<file path="config.mk">
export PLATFORM = sky130hd
export DESIGN_NAME = i2c_cond_ctrl
export DESIGN_NICKNAME = d
export VERILOG_FILES = /design/src/rtl/i2c_cond_ctrl.sv
export SDC_FILE = /design/constraint.sdc
export NUM_CORES = 1
export LEC_CHECK = 0
export ABC_AREA = 1
export BUFFER_PORTS_ARGS = -buffer_cell sky130_fd_sc_hd__buf_4
export CAP_MARGIN = 25
export CORE_MARGIN = 5
export CORE_UTILIZATION = 50
export CTS_CLUSTER_DIAMETER = 120
export CTS_CLUSTER_SIZE = 40
export DETAILED_ROUTE_END_ITERATION = 16
export PLACE_DENSITY = 0.69
export RECOVER_POWER = 25
export SLEW_MARGIN = 10
export SYNTH_ARGS = -nofsm -noshare
export SYNTH_HDL_FRONTEND = slang
export SYNTH_SLANG_ARGS = --single-unit
</file>
<file path="constraint.sdc">
create_clock -name clk -period 4.45 [get_ports clk]
set_input_delay 0.445 -clock clk [delete_from_list [all_inputs] [get_ports clk]]
set_output_delay 0.445 -clock clk [all_outputs]
set_load 0.05 [all_outputs]
</file>
<file path="src/rtl/i2c_cond_ctrl.sv">
module i2c_cond_ctrl #(
  parameter int CNT_W = 8
) (
  input  logic       clk,
  input  logic       rst,
  input  logic [3:0] rate_sel,
  input  logic       wr_en,
  input  logic       wr_busy,
  input  logic       wr_inhibit,
  input  logic       sda_in,
  input  logic       scl_in,
  output logic       sda_oe,
  output logic       scl_oe,
  output logic       bus_busy
);
  localparam int DIV_W = CNT_W + 1;
  localparam logic [CNT_W-1:0] ONE = CNT_W'(1);

  typedef enum logic [2:0] {
    S_IDLE, S_HOLD, S_RS_SDA, S_RS_SCL, S_ST_SDA, S_SP_LOW, S_SP_SCL
  } state_t;

  function automatic logic [DIV_W-1:0] div_of(input logic [3:0] c);
    case (c)
      4'd0:    div_of = DIV_W'(28);
      4'd1:    div_of = DIV_W'(40);
      4'd2:    div_of = DIV_W'(48);
      4'd3:    div_of = DIV_W'(64);
      4'd4:    div_of = DIV_W'(168);
      4'd5:    div_of = DIV_W'(100);
      4'd6:    div_of = DIV_W'(112);
      4'd7:    div_of = DIV_W'(128);
      4'd8:    div_of = DIV_W'(56);
      4'd9:    div_of = DIV_W'(80);
      4'd10:   div_of = DIV_W'(96);
      4'd11:   div_of = DIV_W'(128);
      4'd12:   div_of = DIV_W'(336);
      4'd13:   div_of = DIV_W'(200);
      4'd14:   div_of = DIV_W'(224);
      default: div_of = DIV_W'(256);
    endcase
  endfunction

  logic [1:0]       sda_sync, scl_sync;
  logic             sda_q, sda_s, scl_s;
  logic             start_seen, stop_seen;
  state_t           st, st_n;
  logic [3:0]       code_q;
  logic [CNT_W-1:0] cnt, half_q;
  logic [DIV_W-1:0] div_q;
  logic             active, phase_end, cmd_ok, load;

  always_ff @(posedge clk) begin
    if (rst) begin
      sda_sync <= 2'b11;
      scl_sync <= 2'b11;
      sda_q    <= 1'b1;
    end else begin
      sda_sync <= {sda_sync[0], sda_in};
      scl_sync <= {scl_sync[0], scl_in};
      sda_q    <= sda_sync[1];
    end
  end

  assign sda_s      = sda_sync[1];
  assign scl_s      = scl_sync[1];
  assign start_seen = sda_q & ~sda_s & scl_s;
  assign stop_seen  = ~sda_q & sda_s & scl_s;

  always_ff @(posedge clk) begin
    if (rst)             bus_busy <= 1'b0;
    else if (start_seen) bus_busy <= 1'b1;
    else if (stop_seen)  bus_busy <= 1'b0;
  end

  assign div_q     = div_of(code_q);
  assign half_q    = div_q[DIV_W-1:1];
  assign active    = (st != S_IDLE) && (st != S_HOLD);
  assign phase_end = active && (cnt == half_q - ONE);
  assign cmd_ok    = wr_en && !wr_inhibit && !active;
  assign load      = cmd_ok || phase_end;

  always_comb begin
    st_n = st;
    case (st)
      S_IDLE:   if (cmd_ok) st_n = wr_busy ? S_ST_SDA : S_SP_LOW;
      S_HOLD:   if (cmd_ok) st_n = wr_busy ? S_RS_SDA : S_SP_SCL;
      S_RS_SDA: if (phase_end) st_n = S_RS_SCL;
      S_RS_SCL: if (phase_end) st_n = S_ST_SDA;
      S_ST_SDA: if (phase_end) st_n = S_HOLD;
      S_SP_LOW: if (phase_end) st_n = S_SP_SCL;
      S_SP_SCL: if (phase_end) st_n = S_IDLE;
      default:  st_n = S_IDLE;
    endcase
  end

  always_ff @(posedge clk) begin
    if (rst) begin
      st     <= S_IDLE;
      cnt    <= '0;
      code_q <= 4'd0;
    end else begin
      st <= st_n;
      if (load) begin
        cnt    <= '0;
        code_q <= rate_sel;
      end else if (active) begin
        cnt <= cnt + ONE;
      end
    end
  end

  assign sda_oe = (st == S_HOLD) || (st == S_ST_SDA) || (st == S_SP_LOW) || (st == S_SP_SCL);
  assign scl_oe = (st == S_HOLD) || (st == S_RS_SDA) || (st == S_SP_LOW);
endmodule

</file>
Word level (Yosys, flattened, before mapping)
Memories as Yosys holds them, arrays and structs flattened. A register that Yosys moved wholly into a read port is not among the register bits.
Index checks and enable logic that the tools add are counted.
{"block": "totals", "mem_count": 1, "in_bits": 11, "rom_bits": 112, "register_bits": 21, "word_cells": 62}
{"block": "op_classes", "n_addsub": 2, "n_mux": 14, "n_bitwise": 6, "reduce_logical": 17, "n_eq_ne": 15}
{"name": "(name not given)", "words": 16, "width": 7, "rd": 1, "rd_clocked_by_memory_dff": 1, "wr": 0, "line_no": "24", "source": "case (c)"}
{"cell": "$mux 3", "count": 8}
{"cell": "$pmux 3 s7", "count": 1}
{"cell": "$ne 2x2->1 const B", "count": 7}
{"cell": "$eq 3x3->1 const B", "count": 3}
{"cell": "$add 8x1->8 const B", "count": 1}
{"cell": "$eq 8x8->1", "count": 1}
{"cell": "$mux 4", "count": 2}
{"cell": "$sub 8x1->8 const B", "count": 1}
{"cell": "$reduce_and 7->1", "count": 1}
{"cell": "$eq 3x2->1 const B", "count": 2}
{"cell": "$logic_or 1x1->1", "count": 6}
{"cell": "$and 1x1->1", "count": 4}
{"cell": "$logic_and 1x1->1", "count": 4}
{"cell": "$eq 3x1->1 const B", "count": 1}
{"cell": "$logic_not 3->1", "count": 1}
{"cell": "$mux 1", "count": 3}
{"cell": "$ne 3x1->1 const B", "count": 1}
{"cell": "$reduce_bool 3->1", "count": 1}
{"cell": "$logic_not 1->1", "count": 2}
{"cell": "$not 1->1", "count": 2}
{"cell": "$reduce_bool 2->1", "count": 1}
{"cell": "$reduce_or 2->1", "count": 1}

Longest topological paths before layout
Gate-level depths: netlist of the first run.
{"block": "logic_depth", "word_depth": 7, "ltp_mapped": 19, "depth_no_buf": 19}

Worst setup path before layout of the first run
No wires, ideal clock.
{"block": "synth_path", "path_type": "reg2reg", "start": "register div_q[2] (netlist name)", "end": "register div_q[3] (netlist name)", "arrival_time_ps": 2108, "slack_ps": 2229, "stages_incl_launch_ff": 17, "synth_period_minus_slack_ps": 2221, "path_cell_list": "dfxtp_1 > inv_1 > ha_1 > xnor2_1 > nor2_2 > nand2_2 > nor2_4 > nand2_4 > nand3_1 > nand2_2 > nor2_2 > inv_1 > ha_1 > inv_1 > nand4_1 > nand3_1 > nand2_1"}
{"block": "synth_via", "elab_chain_cells": 6}
{"element": "$sub 8x1->8", "line_no": "79", "source": "assign phase_end = active && (cnt == half_q - ONE);"}
{"element": "$eq 8x8->1", "line_no": "79"}
{"element": "$logic_and 1x1->1", "line_no": "79"}
{"element": "$logic_or 1x1->1", "line_no": "81", "source": "assign load = cmd_ok || phase_end;"}
{"element": "$mux 4 (no source line) (2 in a row)"}
No other way between the ends.
A chain may end at the register's enable or synchronous reset.

Worst setup path after layout of the first run
{"block": "layout_path", "start": "register div_q[2] (netlist name)", "end": "register div_q[3] (netlist name)"}
{"block": "layout_via", "elab_chain_cells": 6}
{"element": "$sub 8x1->8", "line_no": "79"}
{"element": "$eq 8x8->1", "line_no": "79"}
{"element": "$logic_and 1x1->1", "line_no": "79"}
{"element": "$logic_or 1x1->1", "line_no": "81"}
{"element": "$mux 4 (no source line) (2 in a row)"}
No other way between the ends.

==> impl_metrics.csv, run 1 <==
group,metric,value,unit
status,status,"completed",
floorplan,start_util,0.5121,
detailed_routing,top_layer_used,"met4",
floorplan,core,3311,um2
setup_path,crit_top_cell,"inv_1",
hold_path,whs_endpoint,"sda_sync[0]",
clock_tree,cts-root-buf,"clkbuf_4",
floorplan,dieArea,4655,um2
setup_path,cp_max_fo,9,
power_and_ir_drop,p_leak,0.0009138,uW
detailed_routing,via_per_inst,4.608,
finish,final_cell_mix,"nand2_1, inv_1, dfxtp_1",
finish,final_common_cell,"nand2_1",
clock_tree,cts.sinks,28,
finish,finalNonFillerCells,301,
synth,synth_warnings,0,
detailed_routing,num_vias,1387,
placed_design,gp_congestion,0.7747,
setup_path,cp-start-kind,"flop",
placed_design,dp_hpwl,2297,um
grt,antenna_found_initial,0,
clock_tree,cts_buffer_depth,2,
finish,fill_cells,338,
synth,synth_area,1695,um2
clock_tree,clkSlewWorstSetupHoldPaths,150,ps
finish,seq_area,560.5,um2
sta,setup_tns,0,ps
clock_tree,tritoncts,"built",
hold_path,whs_path_depth,2,
detailed_routing,postRouteAntennaNets,0,
sta,rsz0062_at_grt,"no",
finish,nets,274,
job,maxCapViolations,0,
floorplan,num_rows,21,
setup_path,cp.arrival,2720,ps
sta,hold_violations,0,
sta,slew_viol_final,0,
detailed_routing,first_iter_violations,38,
detailed_routing,wl_met3,76,um
grt,grt_overflow_total,0,
sta,clock_skew,7.260,ps
clock_tree,postCtsHoldBufs,0,
power_and_ir_drop,peakVddDrop,0.1946,mV
sta,period_minus_slack,2465,ps
setup_path,regToRegSetupSlack,1980,ps
setup_path,critPathSlowestCell,"dfxtp_1",
finish,syn_to_final_growth,10.18,%
finish,fin_area,1868,um2
setup_path,criticalPathCategory,"reg2reg",
grt,grt_pass1_vias,1281,
finish,drive_gt1_frac,0.1804,
setup_path,r2r_end,"div_q[3]",
synth,synth.distinct_cells,26,
synth,synth_nets,257,
placed_design,placed_cell_area,1839,um2
sta,fin_crit_sh,0.5540,
grt,grt_first_pass_wirelength,5230,um
detailed_routing,routed_wl,2831,um
detailed_routing,wl_per_cell,9.405,um
clock_tree,cts_made_buffers,3,
detailed_routing,drc,0,
sta,fmax,405.6,MHz
grt,grt.total_usage,0.1469,
detailed_routing,first_pass_iters,4,
power_and_ir_drop,p_per_area,478.8,nW/um2
grt,grt_max_degree,16,
sta,maxSlewHeadroom,0.6015,
setup_path,worstPathCellList,"inv_1 > ha_1 > xnor2_1 > nor2_2 > nand2_2 > nor2_4 > nand2_4 > nand3_1 > nand2_2 > nor2_2 > inv_1 > ha_1 > inv_1 > nand4_1 > nand3_1 > nand2_1",
placed_design,portBuffers,13,
floorplan,io_pins,14,
floorplan,die_w,68.23,um
clock_tree,clock_latency,330,ps
clock_tree,post_cts_resized,0,
hold_path,worstHoldPathType,"in2reg",
detailed_routing,dr_wl_met2,1301,um
synth,avgSynthCellArea,7.094,um2
setup_path,cp.required,4700,ps
finish,diodes,0,
setup_path,reg2reg_from,"div_q[2]",
setup_path,cp_slowest_stage_delay,370,ps
synth,synth-seq-cells,28,
setup_path,setup.worst_path.end_class,"flop",
synth,netlist_instances,239,
detailed_routing,drt-met1-wl,1408,um
clock_tree,cts_setup_buffers,0,
placed_design,placed_cells,297,
sta,finalSetupViolCount,0,
sta,tightest_slew,600.3,ps
clock_tree,htreeDepth,1,
setup_path,reg2regPathDepth,16,
finish,multi_input_area,963.4,um2
floorplan,die_h,68.23,um
hold_path,worstHoldStart,"sda_in",
synth,synth-seq-area-share,0.3306,
[worst max path at each step]
stage / from / endpoint / slack (ps) / cells past startpoint
floorplan: div_q[2] / div_q[3] / 2230 / 16
global placement: div_q[2] / div_q[7] / 2030 / 15
detailed placement: div_q[2] / div_q[4] / 1970 / 16
CTS: div_q[2] / div_q[4] / 1950 / 16
global route: div_q[2] / div_q[3] / 1700 / 16
finish: div_q[2] / div_q[3] / 1980 / 16
[flip-flops by register name, indices dropped and copies added (netlist names)]
register  flops
scl_sync      2
div_q         7
sda_q         1
cnt           8
st            3
code_q        4
bus_busy      1
sda_sync      2
[cells by family (layout without fill, tap and decap cells)]
family          count (synthesis)  in the layout  synth area share
compound gates                 20             20           0.06420
xor+xnor                        9              9           0.04649
fa+ha+maj                       7              7           0.05166
buf+inv                        43             59            0.1011
flops                          28             28            0.3306
simple gates                  132            132            0.4059
[metrics by stage]
step / setup slack, ps / util / power (uW) / hold WS [ps]
3_3_place_gp: 2028 / 0.5556 / 775.9 / 392.2
5_1_grt: 1696 / 0.5642 / 978.6 / 258.3
4_1_cts: 1946 / 0.5665 / 903.7 / 274.8
6_report: 1985 / 0.5642 / 894.5 / 285.4
2_1_floorplan: 2229 / - / 692.6 / 389.5
3_5_place_dp: 1971 / 0.5556 / 779.2 / 394.2
[layout make-up]
cell class	instances	area share
Clock buffer	4	0.01942
Multi-Input combinational cell	168	0.5157
Timing Repair Buffer	13	0.04823
Sequential cell	28	0.3001
Tap cell	46	0.03081
Inverter	42	0.08573
[power by group]
group / total (uW) / internal [uW] / switching (uW)
clock: 126 / 50.2 / 75.8
combinational: 422 / 150 / 272
sequential: 347 / 301 / 45.9
total: 894 / 501 / 393
[worst max-delay path: cells and delay by family (launching register included)]
kind | cells | cell delay, ps
DFF | 1 | 370
buffers and inverters | 3 | 270
and+or+nand+nor | 10 | 1110
adders and majority gates | 2 | 510
xor gates and xnor gates | 1 | 140
[synthesized netlist by cell type]
cell type / count / share of area
or2_2: 5 / 0.018
xnor2_1: 4 / 0.021
nand3b_1: 1 / 0.0044
nor3_1: 4 / 0.012
a21oi_2: 1 / 0.0052
o21ai_1: 1 / 0.0029
buf_6: 1 / 0.0066
a211oi_1: 2 / 0.0089
nand4_1: 5 / 0.018
nor2_1: 24 / 0.053
nor3_2: 1 / 0.0059
inv_4: 1 / 0.0037
xor2_1: 5 / 0.026
nand2_2: 11 / 0.041
dfxtp_1: 28 / 0.33
ha_1: 7 / 0.052
nand2_1: 48 / 0.11
nor2_2: 2 / 0.0074
nand2_4: 2 / 0.013
a21oi_1: 8 / 0.024
inv_1: 41 / 0.091
o21ai_0: 8 / 0.024
nand3_4: 3 / 0.031
nand3b_2: 1 / 0.0066
nor2_4: 4 / 0.027
nand3_1: 21 / 0.062
[layer usage]
metal	up-vias	track usage
met4	0	0.05459
met5	-	0
met2	11	0.2575
li1	779	-
met3	4	0.02956
met1	593	0.1755
No activity file was read; power rests on OpenSTA's default activity.
==> run 2, diff against run 1 <==
==> constraint.sdc (replaced) <==
create_clock -name clk -period 2.27 [get_ports clk]
set_input_delay 0.227 -clock clk [delete_from_list [all_inputs] [get_ports clk]]
set_output_delay 0.227 -clock clk [all_outputs]
set_load 0.05 [all_outputs]
==> run 2 against run 1 <==
Net effect:
- maximum frequency rose by 14%
- combinational power up 140%
- core utilization increased by 5.7 points
- critical path depth down 2
- clock-buffer cell count is the same
- highest routed layer unchanged
==> impl_metrics.csv, run 2 (synthesized netlist as in run 1, its figures left out) <==
group,metric,value,unit
status,status,"completed",
finish,largest_reg_flops,8,
grt,grt_pass1_vias,1371,
clock_tree,htreeDepth,1,
detailed_routing,wl_per_cell,10.03,um
grt,grt.total_usage,0.1489,
detailed_routing,drc,0,
finish,final_cell_mix,"nand2_1, inv_1, dfxtp_1",
finish,regMostFlops,"cnt",
power_and_ir_drop,peakVddDrop,0.4677,mV
detailed_routing,via_per_inst,4.646,
sta,maxSlewHeadroom,0.7607,
clock_tree,cts-root-buf,"clkbuf_4",
detailed_routing,postRouteAntennaNets,0,
sta,whs,91.28,ps
clock_tree,clock_latency,310,ps
clock_tree,tritoncts,"built",
finish,syn_to_final_growth,21.40,%
hold_path,worstHoldPathType,"in2reg",
sta,tightest_slew,358.0,ps
grt,grt_overflow_total,0,
floorplan,die_h,68.23,um
setup_path,regToRegSetupSlack,110,ps
clock_tree,clkSlewWorstSetupHoldPaths,140,ps
grt,grt_max_degree,16,
detailed_routing,num_vias,1445,
floorplan,die_w,68.23,um
clock_tree,cts_made_buffers,3,
detailed_routing,first_iter_violations,70,
setup_path,cp.arrival,2430,ps
floorplan,dieArea,4655,um2
grt,grt_first_pass_wirelength,5471,um
setup_path,criticalPathCategory,"reg2reg",
sta,finalSetupViolCount,0,
grt,antenna_found_initial,0,
sta,clock_skew,2.708,ps
power_and_ir_drop,p_per_area,929.1,nW/um2
finish,drive_gt1_frac,0.3057,
job,maxCapViolations,0,
sta,rsz0062_at_grt,"yes",
setup_path,cp-start-kind,"flop",
sta,slew_viol_final,0,
detailed_routing,routed_wl,3119,um
sta,fmax,462.5,MHz
finish,diodes,0,
setup_path,setup.worst_path.end_class,"flop",
detailed_routing,first_pass_iters,4,
setup_path,cp.required,2540,ps
clock_tree,cts_buffer_depth,2,
floorplan,start_util,0.5121,
floorplan,core,3311,um2
sta,period_minus_slack,2162,ps
clock_tree,cts.sinks,28,
placed_design,portBuffers,13,
floorplan,num_rows,21,
finish,nets,284,
power_and_ir_drop,p_leak,0.0009781,uW
finish,final_common_cell,"nand2_1",
setup_path,cp_max_fo,5,
power_and_ir_drop,p_total,1912,uW
finish,fill_cells,308,
sta,fin_crit_sh,0.9524,
placed_design,dp_hpwl,2396,um
placed_design,gp_congestion,0.7992,
sta,hold_violations,0,
floorplan,io_pins,14,
## run 2: cell count changes in the layout (fill, tap and decap cells not counted), moves of 3 or more
cell	before	now
inv_1	41	34
nand2_1	48	43
nand2_2	11	15
inv_2	0	7
ha_1	7	3
buf_4	11	22
ha_4	0	3
## run 2: per-stage QoR
stage	instances	TNS, ps	utilization	worst slack, ps	cell area [um2]
after CTS	310	0	0.5881	3.693	1947
after global placement	306	0	0.5760	53.28	1907
after global routing	311	-203.0	0.6217	-72.11	2058
after floorplan	239	0	-	48.56	1695
after detailed placement	306	0	0.5760	24.67	1907
final	311	0	0.6217	108.0	2058
## run 2: final timing paths
check / to / start / depth (start not counted)
max: div_q[7] / div_q[3] / 14
min: scl_sync[0] / scl_in / 2
max reg2reg: div_q[7] / div_q[3] / 14
min reg2reg: sda_sync[1] / sda_sync[0] / 1
## run 2: repair_timing
item,CTS,global route
pin swaps,0,22
hold buffers,0,0
hold endpoints to repair,0,0
buffers inserted,0,1
endpoints found under the setup margin,2,7
gates resized for setup,1,30
## run 2: power breakdown
| part | internal, uW | total (uW) | switching [uW] |
|---|---|---|---|
| registers | 593 | 685 | 92.0 |
| clock network | 97.8 | 229 | 131 |
| logic | 392 | 998 | 606 |
## run 2: area by class of cell
cell class / instances / area (um2) / area share
clock buffer: 4 / 36.28 / 0.01763
inverter: 42 / 160.2 / 0.07781
multi-input combinational: 168 / 1065 / 0.5173
sequential: 28 / 563.0 / 0.2736
tap: 46 / 57.56 / 0.02796
timing repair buffer: 23 / 176.4 / 0.08571
## run 2: metal layers
layer | routed length [um] | vias up | GRT usage
met5 | 0 | - | 0
li1 | - | 797 | -
met4 | 21 | 0 | 0.04218
met3 | 83 | 2 | 0.02627
met1 | 1472 | 631 | 0.1841
met2 | 1542 | 15 | 0.2623
## run 2: critical path, stage by stage, from the launching register on
cell	delay (ps)
dfxtp_2	370
inv_2	50
ha_4	230
xnor2_1	130
nor2_2	100
nand2_2	70
nor2_4	100
nand2_4	100
a21oi_2	250
buf_4	180
nor2_4	40
ha_1	300
nor2_1	100
nand2_1	50
nand2_1	50
==> run 3, diff against run 2 <==
--- a/config.mk
+++ b/config.mk
@@ -13,7 +13,7 @@
 export CTS_CLUSTER_DIAMETER = 120
 export CTS_CLUSTER_SIZE = 40
 export DETAILED_ROUTE_END_ITERATION = 16
-export PLACE_DENSITY = 0.69
+export PLACE_DENSITY_LB_ADDON = 0.25
 export RECOVER_POWER = 25
 export SLEW_MARGIN = 10
 export SYNTH_ARGS = -nofsm -noshare
==> constraint.sdc (replaced) <==
create_clock -name clk -period 2.27 [get_ports clk]
set_input_delay 0 -clock clk [delete_from_list [all_inputs] [get_ports clk]]
set_output_delay 0 -clock clk [all_outputs]
set_load 0.05 [all_outputs]
==> run 3 against run 2 <==
Net effect:
- power rose by 6.1%
- hold slack got worse by 42 ps
- sequential share of layout area fell by 0.96 points
- setup slack got worse by 23 ps
- wire length rose by 13%
- highest routed layer unchanged
==> impl_metrics.csv, run 3 (synthesized netlist as in run 1, its figures left out) <==
group,metric,value,unit
detailed_routing,routed_wl,3514,um
hold_path,worstHoldPathType,"in2reg",
grt,antenna_found_initial,0,
status,status,"completed",
setup_path,worstPathCellList,"inv_2 > ha_4 > xnor2_2 > nor2_2 > nand2_2 > nor2_4 > nand2_4 > nand3_2 > nand2_2 > nor2_4 > inv_2 > ha_4 > inv_2 > nand4_1 > nand3_1 > nand2_1",
power_and_ir_drop,peakVddDrop,0.3837,mV
power_and_ir_drop,p_per_area,950.9,nW/um2
finish,largest_reg_flops,8,
setup_path,path_depth,16,
finish,final_common_cell,"nand2_1",
sta,clock_skew,3.845,ps
floorplan,core,3311,um2
grt,grt_max_degree,17,
detailed_routing,first_iter_violations,97,
detailed_routing,drc,0,
setup_path,path_delay_family,"simple AND/OR/NAND/NOR gates",
power_and_ir_drop,power.share.switching,0.4196,
sta,maxSlewHeadroom,0.6053,
detailed_routing,via_per_inst,4.839,
finish,syn_to_final_growth,25.83,%
sta,slew_viol_final,0,
finish,nets,290,
power_and_ir_drop,seq_power_share,0.336,
grt,grt_overflow_total,0,
sta,finalSetupViolCount,0,
setup_path,cp_num_buf_inv,3,
finish,regMostFlops,"cnt",
sta,period_minus_slack,2185,ps
clock_tree,tritoncts,"built",
clock_tree,cts.sinks,28,
setup_path,cp.arrival,2410,ps
sta,hold_violations,0,
floorplan,die_h,68.23,um
sta,tightest_slew,594.7,ps
clock_tree,cts_made_buffers,3,
setup_path,setup.worst_path.end_class,"flop",
power_and_ir_drop,p_leak,0.001008,uW
floorplan,start_util,0.5121,
setup_path,cp_slowest_stage_delay,360,ps
finish,final_cell_mix,"nand2_1, inv_1, dfxtp_1",
placed_design,gp_congestion,0.8204,
clock_tree,cts-root-buf,"clkbuf_4",
power_and_ir_drop,p_total,2029,uW
clock_tree,htreeDepth,1,
floorplan,die_w,68.23,um
hold_path,whs_path_depth,6,
grt,grt_pass1_vias,1380,
finish,drive_gt1_frac,0.2878,
setup_path,cp.required,2500,ps
sta,whs,49.06,ps
power_and_ir_drop,internal-power,1177,uW
clock_tree,clock_latency,320,ps
detailed_routing,postRouteAntennaNets,0,
placed_design,dp_hpwl,2464,um
sta,rsz0062_at_grt,"yes",
clock_tree,clkSlewWorstSetupHoldPaths,150,ps
job,maxCapViolations,0,
sta,fmax,457.6,MHz
clock_tree,cts_buffer_depth,2,
power_and_ir_drop,p_sw,851.3,uW
detailed_routing,wl_per_cell,11.09,um
grt,grt.total_usage,0.1573,
sta,fin_crit_sh,0.9627,
setup_path,critPathSlowestCell,"dfxtp_2",
power_and_ir_drop,clockPowerShare,0.157,
setup_path,criticalPathCategory,"reg2reg",
finish,diodes,0,
setup_path,crit_top_cell,"inv_2",
grt,grt_first_pass_wirelength,5782,um
floorplan,dieArea,4655,um2
placed_design,portBuffers,13,
floorplan,num_rows,21,
floorplan,io_pins,14,
power_and_ir_drop,comb_power_share,0.507,
detailed_routing,first_pass_iters,4,
setup_path,cp-start-kind,"flop",
setup_path,cp_max_fo,5,
detailed_routing,num_vias,1534,
setup_path,reg2regPathDepth,16,
run 3: final cells by class:
cell class / count / area (um2)
clock buffer: 3 / 22.52
clock inverter: 1 / 30.03
fill: 296 / 1177
inverter: 42 / 160.2
multi-input combinational: 168 / 1067
sequential: 28 / 563.0
tap: 46 / 57.56
timing repair buffer: 29 / 232.7
run 3: worst reg2reg max path, cell delays in order (launching register included):
cell and delay [ps]:
dfxtp_2 360, inv_2 50, ha_4 240, xnor2_2 130, nor2_2 110, nand2_2 80
nor2_4 90, nand2_4 90, nand3_2 90, nand2_2 80, nor2_4 200, inv_2 100
ha_4 170, inv_2 40, nand4_1 100, nand3_1 110, nand2_1 50
run 3: stage by stage:
| stage | instances | setup slack, ps | setup TNS [ps] | instance area, um2 | util |
|---|---|---|---|---|---|
| after floorplan | 239 | 48.56 | 0 | 1695 | - |
| after detailed placement | 306 | -7.016 | -11.34 | 1907 | 0.5760 |
| after global routing | 317 | -58.51 | -190.8 | 2133 | 0.6444 |
| after CTS | 316 | 11.59 | 0 | 2031 | 0.6134 |
| after global placement | 306 | 11.90 | 0 | 1907 | 0.5760 |
| final | 317 | 84.74 | 0 | 2133 | 0.6444 |
run 3: path summary, 6_finish.rpt:
| check | startpoint | endpoint | slack [ps] |
|---|---|---|---|
| hold / removal | wr_busy | st[0] | 50 |
| setup reg to reg | div_q[3] | div_q[5] | 80 |
| hold reg to reg | sda_sync[0] | sda_sync[1] | 430 |
| setup / recovery | div_q[3] | div_q[5] | 80 |
run 3: power by group through the flow:
stage | clock [uW] | combinational (uW) | sequential (uW)
finish | 319 | 1030 | 682
detailed placement | 0 | 899 | 685
floorplan | 0 | 683 | 675
global route | 350 | 1160 | 698
global placement | 0 | 894 | 682
CTS | 330 | 920 | 674
run 3: timing repair:
item	4_1_cts	5_1_grt
buffers inserted	0	1
hold endpoints to repair	8	0
gates resized for setup	3	26
hold buffers	6	0
cloned	0	0
endpoints found under the setup margin	4	7
pin swaps	0	17
run 3: routing by layer:
metal / GRT usage / routed length [um]
met5: 0 / 0
met1: 0.1948 / 1574
met4: 0.03226 / 10
met3: 0.01970 / 91
met2: 0.2888 / 1838
